--- src/rtl/gpio_pkg.sv ---
package gpio_pkg;
  typedef enum logic [1:0] {
    RSEL_HOLD = 2'd0,
    RSEL_PINS = 2'd1,
    RSEL_DIR  = 2'd2
  } rsel_e;
endpackage

--- src/rtl/gpio_sync.sv ---
module gpio_sync #(
  parameter int W = 6
) (
  input  logic         clk,
  input  logic         rst_n,
  input  logic [W-1:0] d,
  output logic [W-1:0] q
);
  logic [W-1:0] mid_q;
  logic [W-1:0] out_q;

  always_ff @(posedge clk or negedge rst_n) begin
    if (!rst_n) begin
      mid_q <= '0;
      out_q <= '0;
    end else begin
      mid_q <= d;
      out_q <= mid_q;
    end
  end

  assign q = out_q;

  p_sync_chain_r7: assert property (@(posedge clk) disable iff (!rst_n)
    1'b1 |=> out_q == $past(mid_q));
endmodule

--- src/rtl/gpio_regs.sv ---
module gpio_regs #(
  parameter int W  = 6,
  parameter int BW = 8,
  parameter int IW = 3
) (
  input  logic          clk,
  input  logic          rst_n,
  input  logic [BW-1:0] wdata,
  input  logic          port_wr,
  input  logic          dir_wr,
  input  logic          bit_wr,
  input  logic [IW-1:0] bit_idx,
  input  logic          bit_val,
  input  logic [W-1:0]  pin_dig,
  output logic [W-1:0]  lat,
  output logic [W-1:0]  dir
);
  logic [W-1:0] lat_q, lat_d;
  logic [W-1:0] dir_q, dir_d;
  logic         idx_ok;
  logic         lat_en;

  assign idx_ok = int'(bit_idx) < W;
  assign lat_en = port_wr | (bit_wr & idx_ok);

  always_comb begin
    lat_d = lat_q;
    if (port_wr) begin
      lat_d = wdata[W-1:0];
    end else if (bit_wr && idx_ok) begin
      lat_d          = pin_dig;
      lat_d[bit_idx] = bit_val;
    end
  end

  always_comb begin
    dir_d = dir_q;
    if (dir_wr) dir_d = wdata[W-1:0];
  end

  always_ff @(posedge clk or negedge rst_n) begin
    if (!rst_n) begin
      lat_q <= '0;
    end else if (lat_en) begin
      lat_q <= lat_d;
    end
  end

  always_ff @(posedge clk or negedge rst_n) begin
    if (!rst_n) begin
      dir_q <= '1;
    end else if (dir_wr) begin
      dir_q <= dir_d;
    end
  end

  assign lat = lat_q;
  assign dir = dir_q;

  p_dir_load_r5: assert property (@(posedge clk) disable iff (!rst_n)
    dir_wr |=> dir_q == $past(wdata[W-1:0]));
  p_port_wins_r9: assert property (@(posedge clk) disable iff (!rst_n)
    port_wr |=> lat_q == $past(wdata[W-1:0]));
  p_bad_idx_r9: assert property (@(posedge clk) disable iff (!rst_n)
    (bit_wr && !port_wr && int'(bit_idx) >= W) |=> $stable(lat_q));
endmodule

--- src/rtl/gpio_pad_ctl.sv ---
module gpio_pad_ctl #(
  parameter int W      = 6,
  parameter int OD_PIN = 4
) (
  input  logic         clk,
  input  logic         rst_n,
  input  logic [W-1:0] lat,
  input  logic [W-1:0] dir,
  output logic [W-1:0] pin_out,
  output logic [W-1:0] pin_oe
);
  for (genvar gi = 0; gi < W; gi++) begin : g_pin
    if (gi == OD_PIN) begin : g_od
      assign pin_out[gi] = 1'b0;
      assign pin_oe[gi]  = ~dir[gi] & ~lat[gi];
      p_od_no_high_r4: assert property (@(posedge clk) disable iff (!rst_n)
        pin_oe[gi] |-> !pin_out[gi] && !lat[gi]);
    end else begin : g_pp
      assign pin_out[gi] = lat[gi];
      assign pin_oe[gi]  = ~dir[gi];
    end
    p_hiz_r3: assert property (@(posedge clk) disable iff (!rst_n)
      dir[gi] |-> !pin_oe[gi]);
  end
endmodule

--- src/rtl/gpio_port.sv ---
module gpio_port #(
  parameter int          W       = 6,
  parameter int          BW      = 8,
  parameter int          OD_PIN  = 4,
  parameter logic [W-1:0] ANA_CAP = 6'b10_1111,
  localparam int         IW      = (BW > 1) ? $clog2(BW) : 1
) (
  input  logic          clk,
  input  logic          rst_n,
  input  logic [BW-1:0] wdata,
  input  logic          port_wr,
  input  logic          dir_wr,
  input  logic          port_rd,
  input  logic          dir_rd,
  input  logic          bit_wr,
  input  logic [IW-1:0] bit_idx,
  input  logic          bit_val,
  output logic [BW-1:0] rd_data,
  input  logic [W-1:0]  ana_sel,
  input  logic [W-1:0]  pin_in,
  output logic [W-1:0]  pin_out,
  output logic [W-1:0]  pin_oe,
  output logic          tmr_clk
);
  import gpio_pkg::*;

  logic [W-1:0]  pin_s;
  logic [W-1:0]  ana_eff;
  logic [W-1:0]  pin_dig;
  logic [W-1:0]  lat;
  logic [W-1:0]  dir;
  logic [BW-1:0] rd_q, rd_d;
  rsel_e         rsel;

  gpio_sync #(.W(W)) u_sync (
    .clk(clk), .rst_n(rst_n), .d(pin_in), .q(pin_s)
  );

  assign ana_eff = ana_sel & ANA_CAP;
  assign pin_dig = pin_s & ~ana_eff;

  gpio_regs #(.W(W), .BW(BW), .IW(IW)) u_regs (
    .clk(clk), .rst_n(rst_n), .wdata(wdata),
    .port_wr(port_wr), .dir_wr(dir_wr), .bit_wr(bit_wr),
    .bit_idx(bit_idx), .bit_val(bit_val), .pin_dig(pin_dig),
    .lat(lat), .dir(dir)
  );

  gpio_pad_ctl #(.W(W), .OD_PIN(OD_PIN)) u_pad (
    .clk(clk), .rst_n(rst_n), .lat(lat), .dir(dir),
    .pin_out(pin_out), .pin_oe(pin_oe)
  );

  always_comb begin
    if (port_rd)     rsel = RSEL_PINS;
    else if (dir_rd) rsel = RSEL_DIR;
    else             rsel = RSEL_HOLD;
  end

  always_comb begin
    unique case (rsel)
      RSEL_PINS: rd_d = {{(BW-W){1'b0}}, pin_dig};
      RSEL_DIR:  rd_d = {{(BW-W){1'b0}}, dir};
      default:   rd_d = rd_q;
    endcase
  end

  always_ff @(posedge clk or negedge rst_n) begin
    if (!rst_n) begin
      rd_q <= '0;
    end else if (rsel != RSEL_HOLD) begin
      rd_q <= rd_d;
    end
  end

  assign rd_data = rd_q;
  assign tmr_clk = pin_s[OD_PIN];

  p_rd_upper_zero_r6: assert property (@(posedge clk) disable iff (!rst_n)
    rd_data[BW-1:W] == '0);
  p_rd_hold_r10: assert property (@(posedge clk) disable iff (!rst_n)
    (!port_rd && !dir_rd) |=> $stable(rd_data));
  p_tmr_level_r4: assert property (@(posedge clk) disable iff (!rst_n)
    1'b1 |=> tmr_clk == $past(u_sync.mid_q[OD_PIN]));
  for (genvar ai = 0; ai < W; ai++) begin : g_ana_chk
    if (ANA_CAP[ai]) begin : g_cap
      p_ana_zero_r8: assert property (@(posedge clk) disable iff (!rst_n)
        (port_rd && ana_sel[ai]) |=> !rd_data[ai]);
    end
  end
endmodule

--- config.mk ---
export PLATFORM = sky130hd
export DESIGN_NAME = gpio_port
export DESIGN_NICKNAME = d
export VERILOG_FILES = /design/src/rtl/gpio_pkg.sv /design/src/rtl/gpio_sync.sv /design/src/rtl/gpio_regs.sv /design/src/rtl/gpio_pad_ctl.sv /design/src/rtl/gpio_port.sv
export SDC_FILE = /design/constraint.sdc
export NUM_CORES = 1
export LEC_CHECK = 0
export ABC_CLOCK_PERIOD_IN_PS = 2630
export BUFFER_PORTS_ARGS = -buffer_cell sky130_fd_sc_hd__buf_4
export CORE_MARGIN = 1
export CORE_UTILIZATION = 45
export CTS_BUF_LIST = sky130_fd_sc_hd__clkbuf_4 sky130_fd_sc_hd__clkbuf_8
export DETAILED_ROUTE_END_ITERATION = 8
export PLACE_DENSITY = 0.75
export SLEW_MARGIN = 30
export SYNTH_ARGS = -nofsm -noshare
export SYNTH_HDL_FRONTEND = slang
export SYNTH_SLANG_ARGS = --single-unit
export TNS_END_PERCENT = 20
--- constraint.sdc ---
create_clock -name clk -period 2.63 [get_ports clk]
set_clock_uncertainty 0.15 [all_clocks]
set_input_delay 0.526 -clock clk [delete_from_list [all_inputs] [get_ports clk]]
set_output_delay 0.526 -clock clk [all_outputs]
set_load 0.05 [all_outputs]
==> impl_metrics.json <==
{
  "antenna_found_initial": 0,
  "fp.dieH_um": 56.6,
  "dpl_cell_area_um2": 1630,
  "yosys_register_bits": 30,
  "initial_utilization_pct": 48.3,
  "final_area_um2": 1700,
  "avgSynthCellArea_um2": 11.0,
  "routed_wl_um": 2560,
  "p_leak_nw": 0.851,
  "grt_max_degree": 31,
  "cts.sinks": 30,
  "cts_setup_buffers": 0,
  "ys_top_cells_by_count": "24 x dfrtp_1, 12 x nor2_1, 10 x nand2_1, 8 x buf_4",
  "first_pass_iters": 4,
  "critPathArrivalTime_ps": 1120,
  "syn_area_um2": 1340,
  "yosysSeqAreaShare_pct": 56.5,
  "cts.htree.levels": 2,
  "hp-start": "pin_in[2]",
  "rr_worst_depth": 4,
  "max-cap-violations": 0,
  "routed_via_density": 4.93,
  "r2r_start": "u_sync.q[2]$_DFF_PN0_",
  "ys_warn_count": 0,
  "final_net_count": 194,
  "io_buffer_count": 45,
  "fmax_ghz": 0.558,
  "grt_pass1_wl_um": 4310,
  "netlist_instances": 122,
  "cp-end-kind": "output pin",
  "cts_tree": "built",
  "p_per_area_nw_per_um2": 637,
  "area_growth_pct": 26.7,
  "die_area_um2": 3210,
  "finalSetupViolCount": 0,
  "rows": 19,
  "rsz0062_at_grt": "false",
  "gp_congestion": 0.772,
  "die_x_um": 56.6,
  "fin_crit_sh_pct": 68.2,
  "max-vdd-ir-drop_mv": 0.535,
  "yosys.area.top_type": "dfrtp_1",
  "num_antenna_cells": 0,
  "synthFlopType": "dfrtp_1",
  "ant_nets": 0,
  "whs_path_depth": 1,
  "grt_pass1_vias": 978,
  "path_max_fanout": 2,
  "cts.path.max_buffers": 2,
  "status": "finished, final reports clean",
  "required_ps": 1950,
  "holdWs_ps": 150,
  "crit_path_start": "u_regs.dir[3]$_DFFE_PN1P_",
  "drc": 0,
  "drive_gt1_share_pct": 38.4,
  "synth_most_common_cell": "dfrtp_1",
  "synth.top_cells.by_area": "dfrtp_1 45%, dfstp_2 12%, mux2i_1 5.2%",
  "synth_top_area_share_pct": 44.7,
  "drt_iter0_drc": 18,
  "synthArstFlopShare_pct": 100,
  "hold_path.class": "in -> reg",
  "synth-edff-count": 0,
  "cts_buffers": 5,
  "synth_cell_type_count": 27,
  "min_period_ps": 1790,
  "hpwl_um": 1940,
  "wire_per_inst_um": 13.1,
  "worstSkewPairLatency_ps": 320,
  "critPathKind": "reg -> out",
  "grt_use_total_pct": 17.9,
  "cts_root_buffer": "clkbuf_4",
  "clk_transition_reported_paths_ps": 90,
  "timing.final.max_slew_violations": 0,
  "globalRoute.totalOverflow": 0,
  "ios": 52,
  "worstSetupStartpointType": "register",
  "finalPower_mw": 1.08,
  "hold_viol": 0,
  "vias": 962,
  "core_area_um2": 2780,
  "fin_setup_tns_ps": 0
}
## what timing repair did
item	in CTS	in global routing
hold buffers	1	0
resized for setup	0	0
endpoints found under the hold margin	24	0
## layout make-up
class,instances,area [um^2]
fillers,251,1080
repair buffers,46,348
multi-input cells,75,474
inverters,5,18.8
flip-flops and latches,30,758
well taps,31,38.8
clock inverters,1,5.00
clock buffers,7,58.8
## kinds of logic after synthesis
family	count (synthesis)	synth area share, %
mux	8	6.06
buf+inv	19	8.76
compound gates	29	15.1
other cells	1	0.279
flops	30	56.5
simple gates	35	13.3
## report_power, final
| group | switching (mW) | internal, mW |
|---|---|---|
| clock network | 0.152 | 0.140 |
| logic | 0.175 | 0.0955 |
| registers | 0.0180 | 0.504 |
## per-stage QoR
step	std cells	utilization, %	worst slack, ps
after floorplan	124	-	941
after detailed placement	186	58.5	1020
after global placement	186	58.5	1030
final	195	61.2	836
after global routing	195	61.2	779
after CTS	195	61.2	826
## registers in the layout, indices dropped and copies added, names as in the netlist
register      flops
u_regs.lat        6
u_sync.mid_q      6
u_regs.dir        6
rd_data           6
u_sync.q          6
## layer usage
metal / global-route usage, % / part of all wire, % / routed length [um] / vias up
met5: 0 / 0 / 0 / -
met4: 6.27 / 1.1 / 27 / 0
met3: 8.29 / 7.8 / 199 / 4
met2: 27.7 / 47 / 1210 / 37
met1: 22.1 / 44 / 1120 / 438
li1: - / - / - / 483
## placed cells by master (no fill, tap or decap), types with 2 or more instances in the layout
| cell type | netlist | final |
|---|---|---|
| dfstp_2 | 6 | 6 |
| a21oi_1 | 5 | 5 |
| nand2_1 | 10 | 10 |
| conb_1 | 1 | 3 |
| inv_1 | 5 | 5 |
| dfrtp_1 | 24 | 24 |
| nor2b_1 | 5 | 5 |
| clkbuf_4 | 0 | 6 |
| nand2b_1 | 3 | 3 |
| buf_4 | 8 | 45 |
| o21ai_0 | 7 | 7 |
| nor2_1 | 12 | 12 |
| a311oi_1 | 2 | 2 |
| a21o_1 | 6 | 6 |
| mux2i_1 | 7 | 7 |
| a211oi_1 | 5 | 5 |
| o31ai_1 | 2 | 2 |
## final timing paths
path	end	slack, ps
min in group asynchronous	u_regs.lat[1]$_DFFE_PN0P_	500
max in group asynchronous	u_regs.dir[3]$_DFFE_PN1P_	1520
worst min-delay path	u_sync.mid_q[2]$_DFF_PN0_	150
worst max register to register	u_regs.lat[2]$_DFFE_PN0P_	1450
worst min register to register	u_sync.q[1]$_DFF_PN0_	200
worst max-delay path	pin_oe[3]	840
## critical path, stage by stage, from the launching register on
cell     delay (ps)
dfstp_2         560
inv_1            50
buf_4           180
No activity file was read; power rests on OpenSTA's default activity.
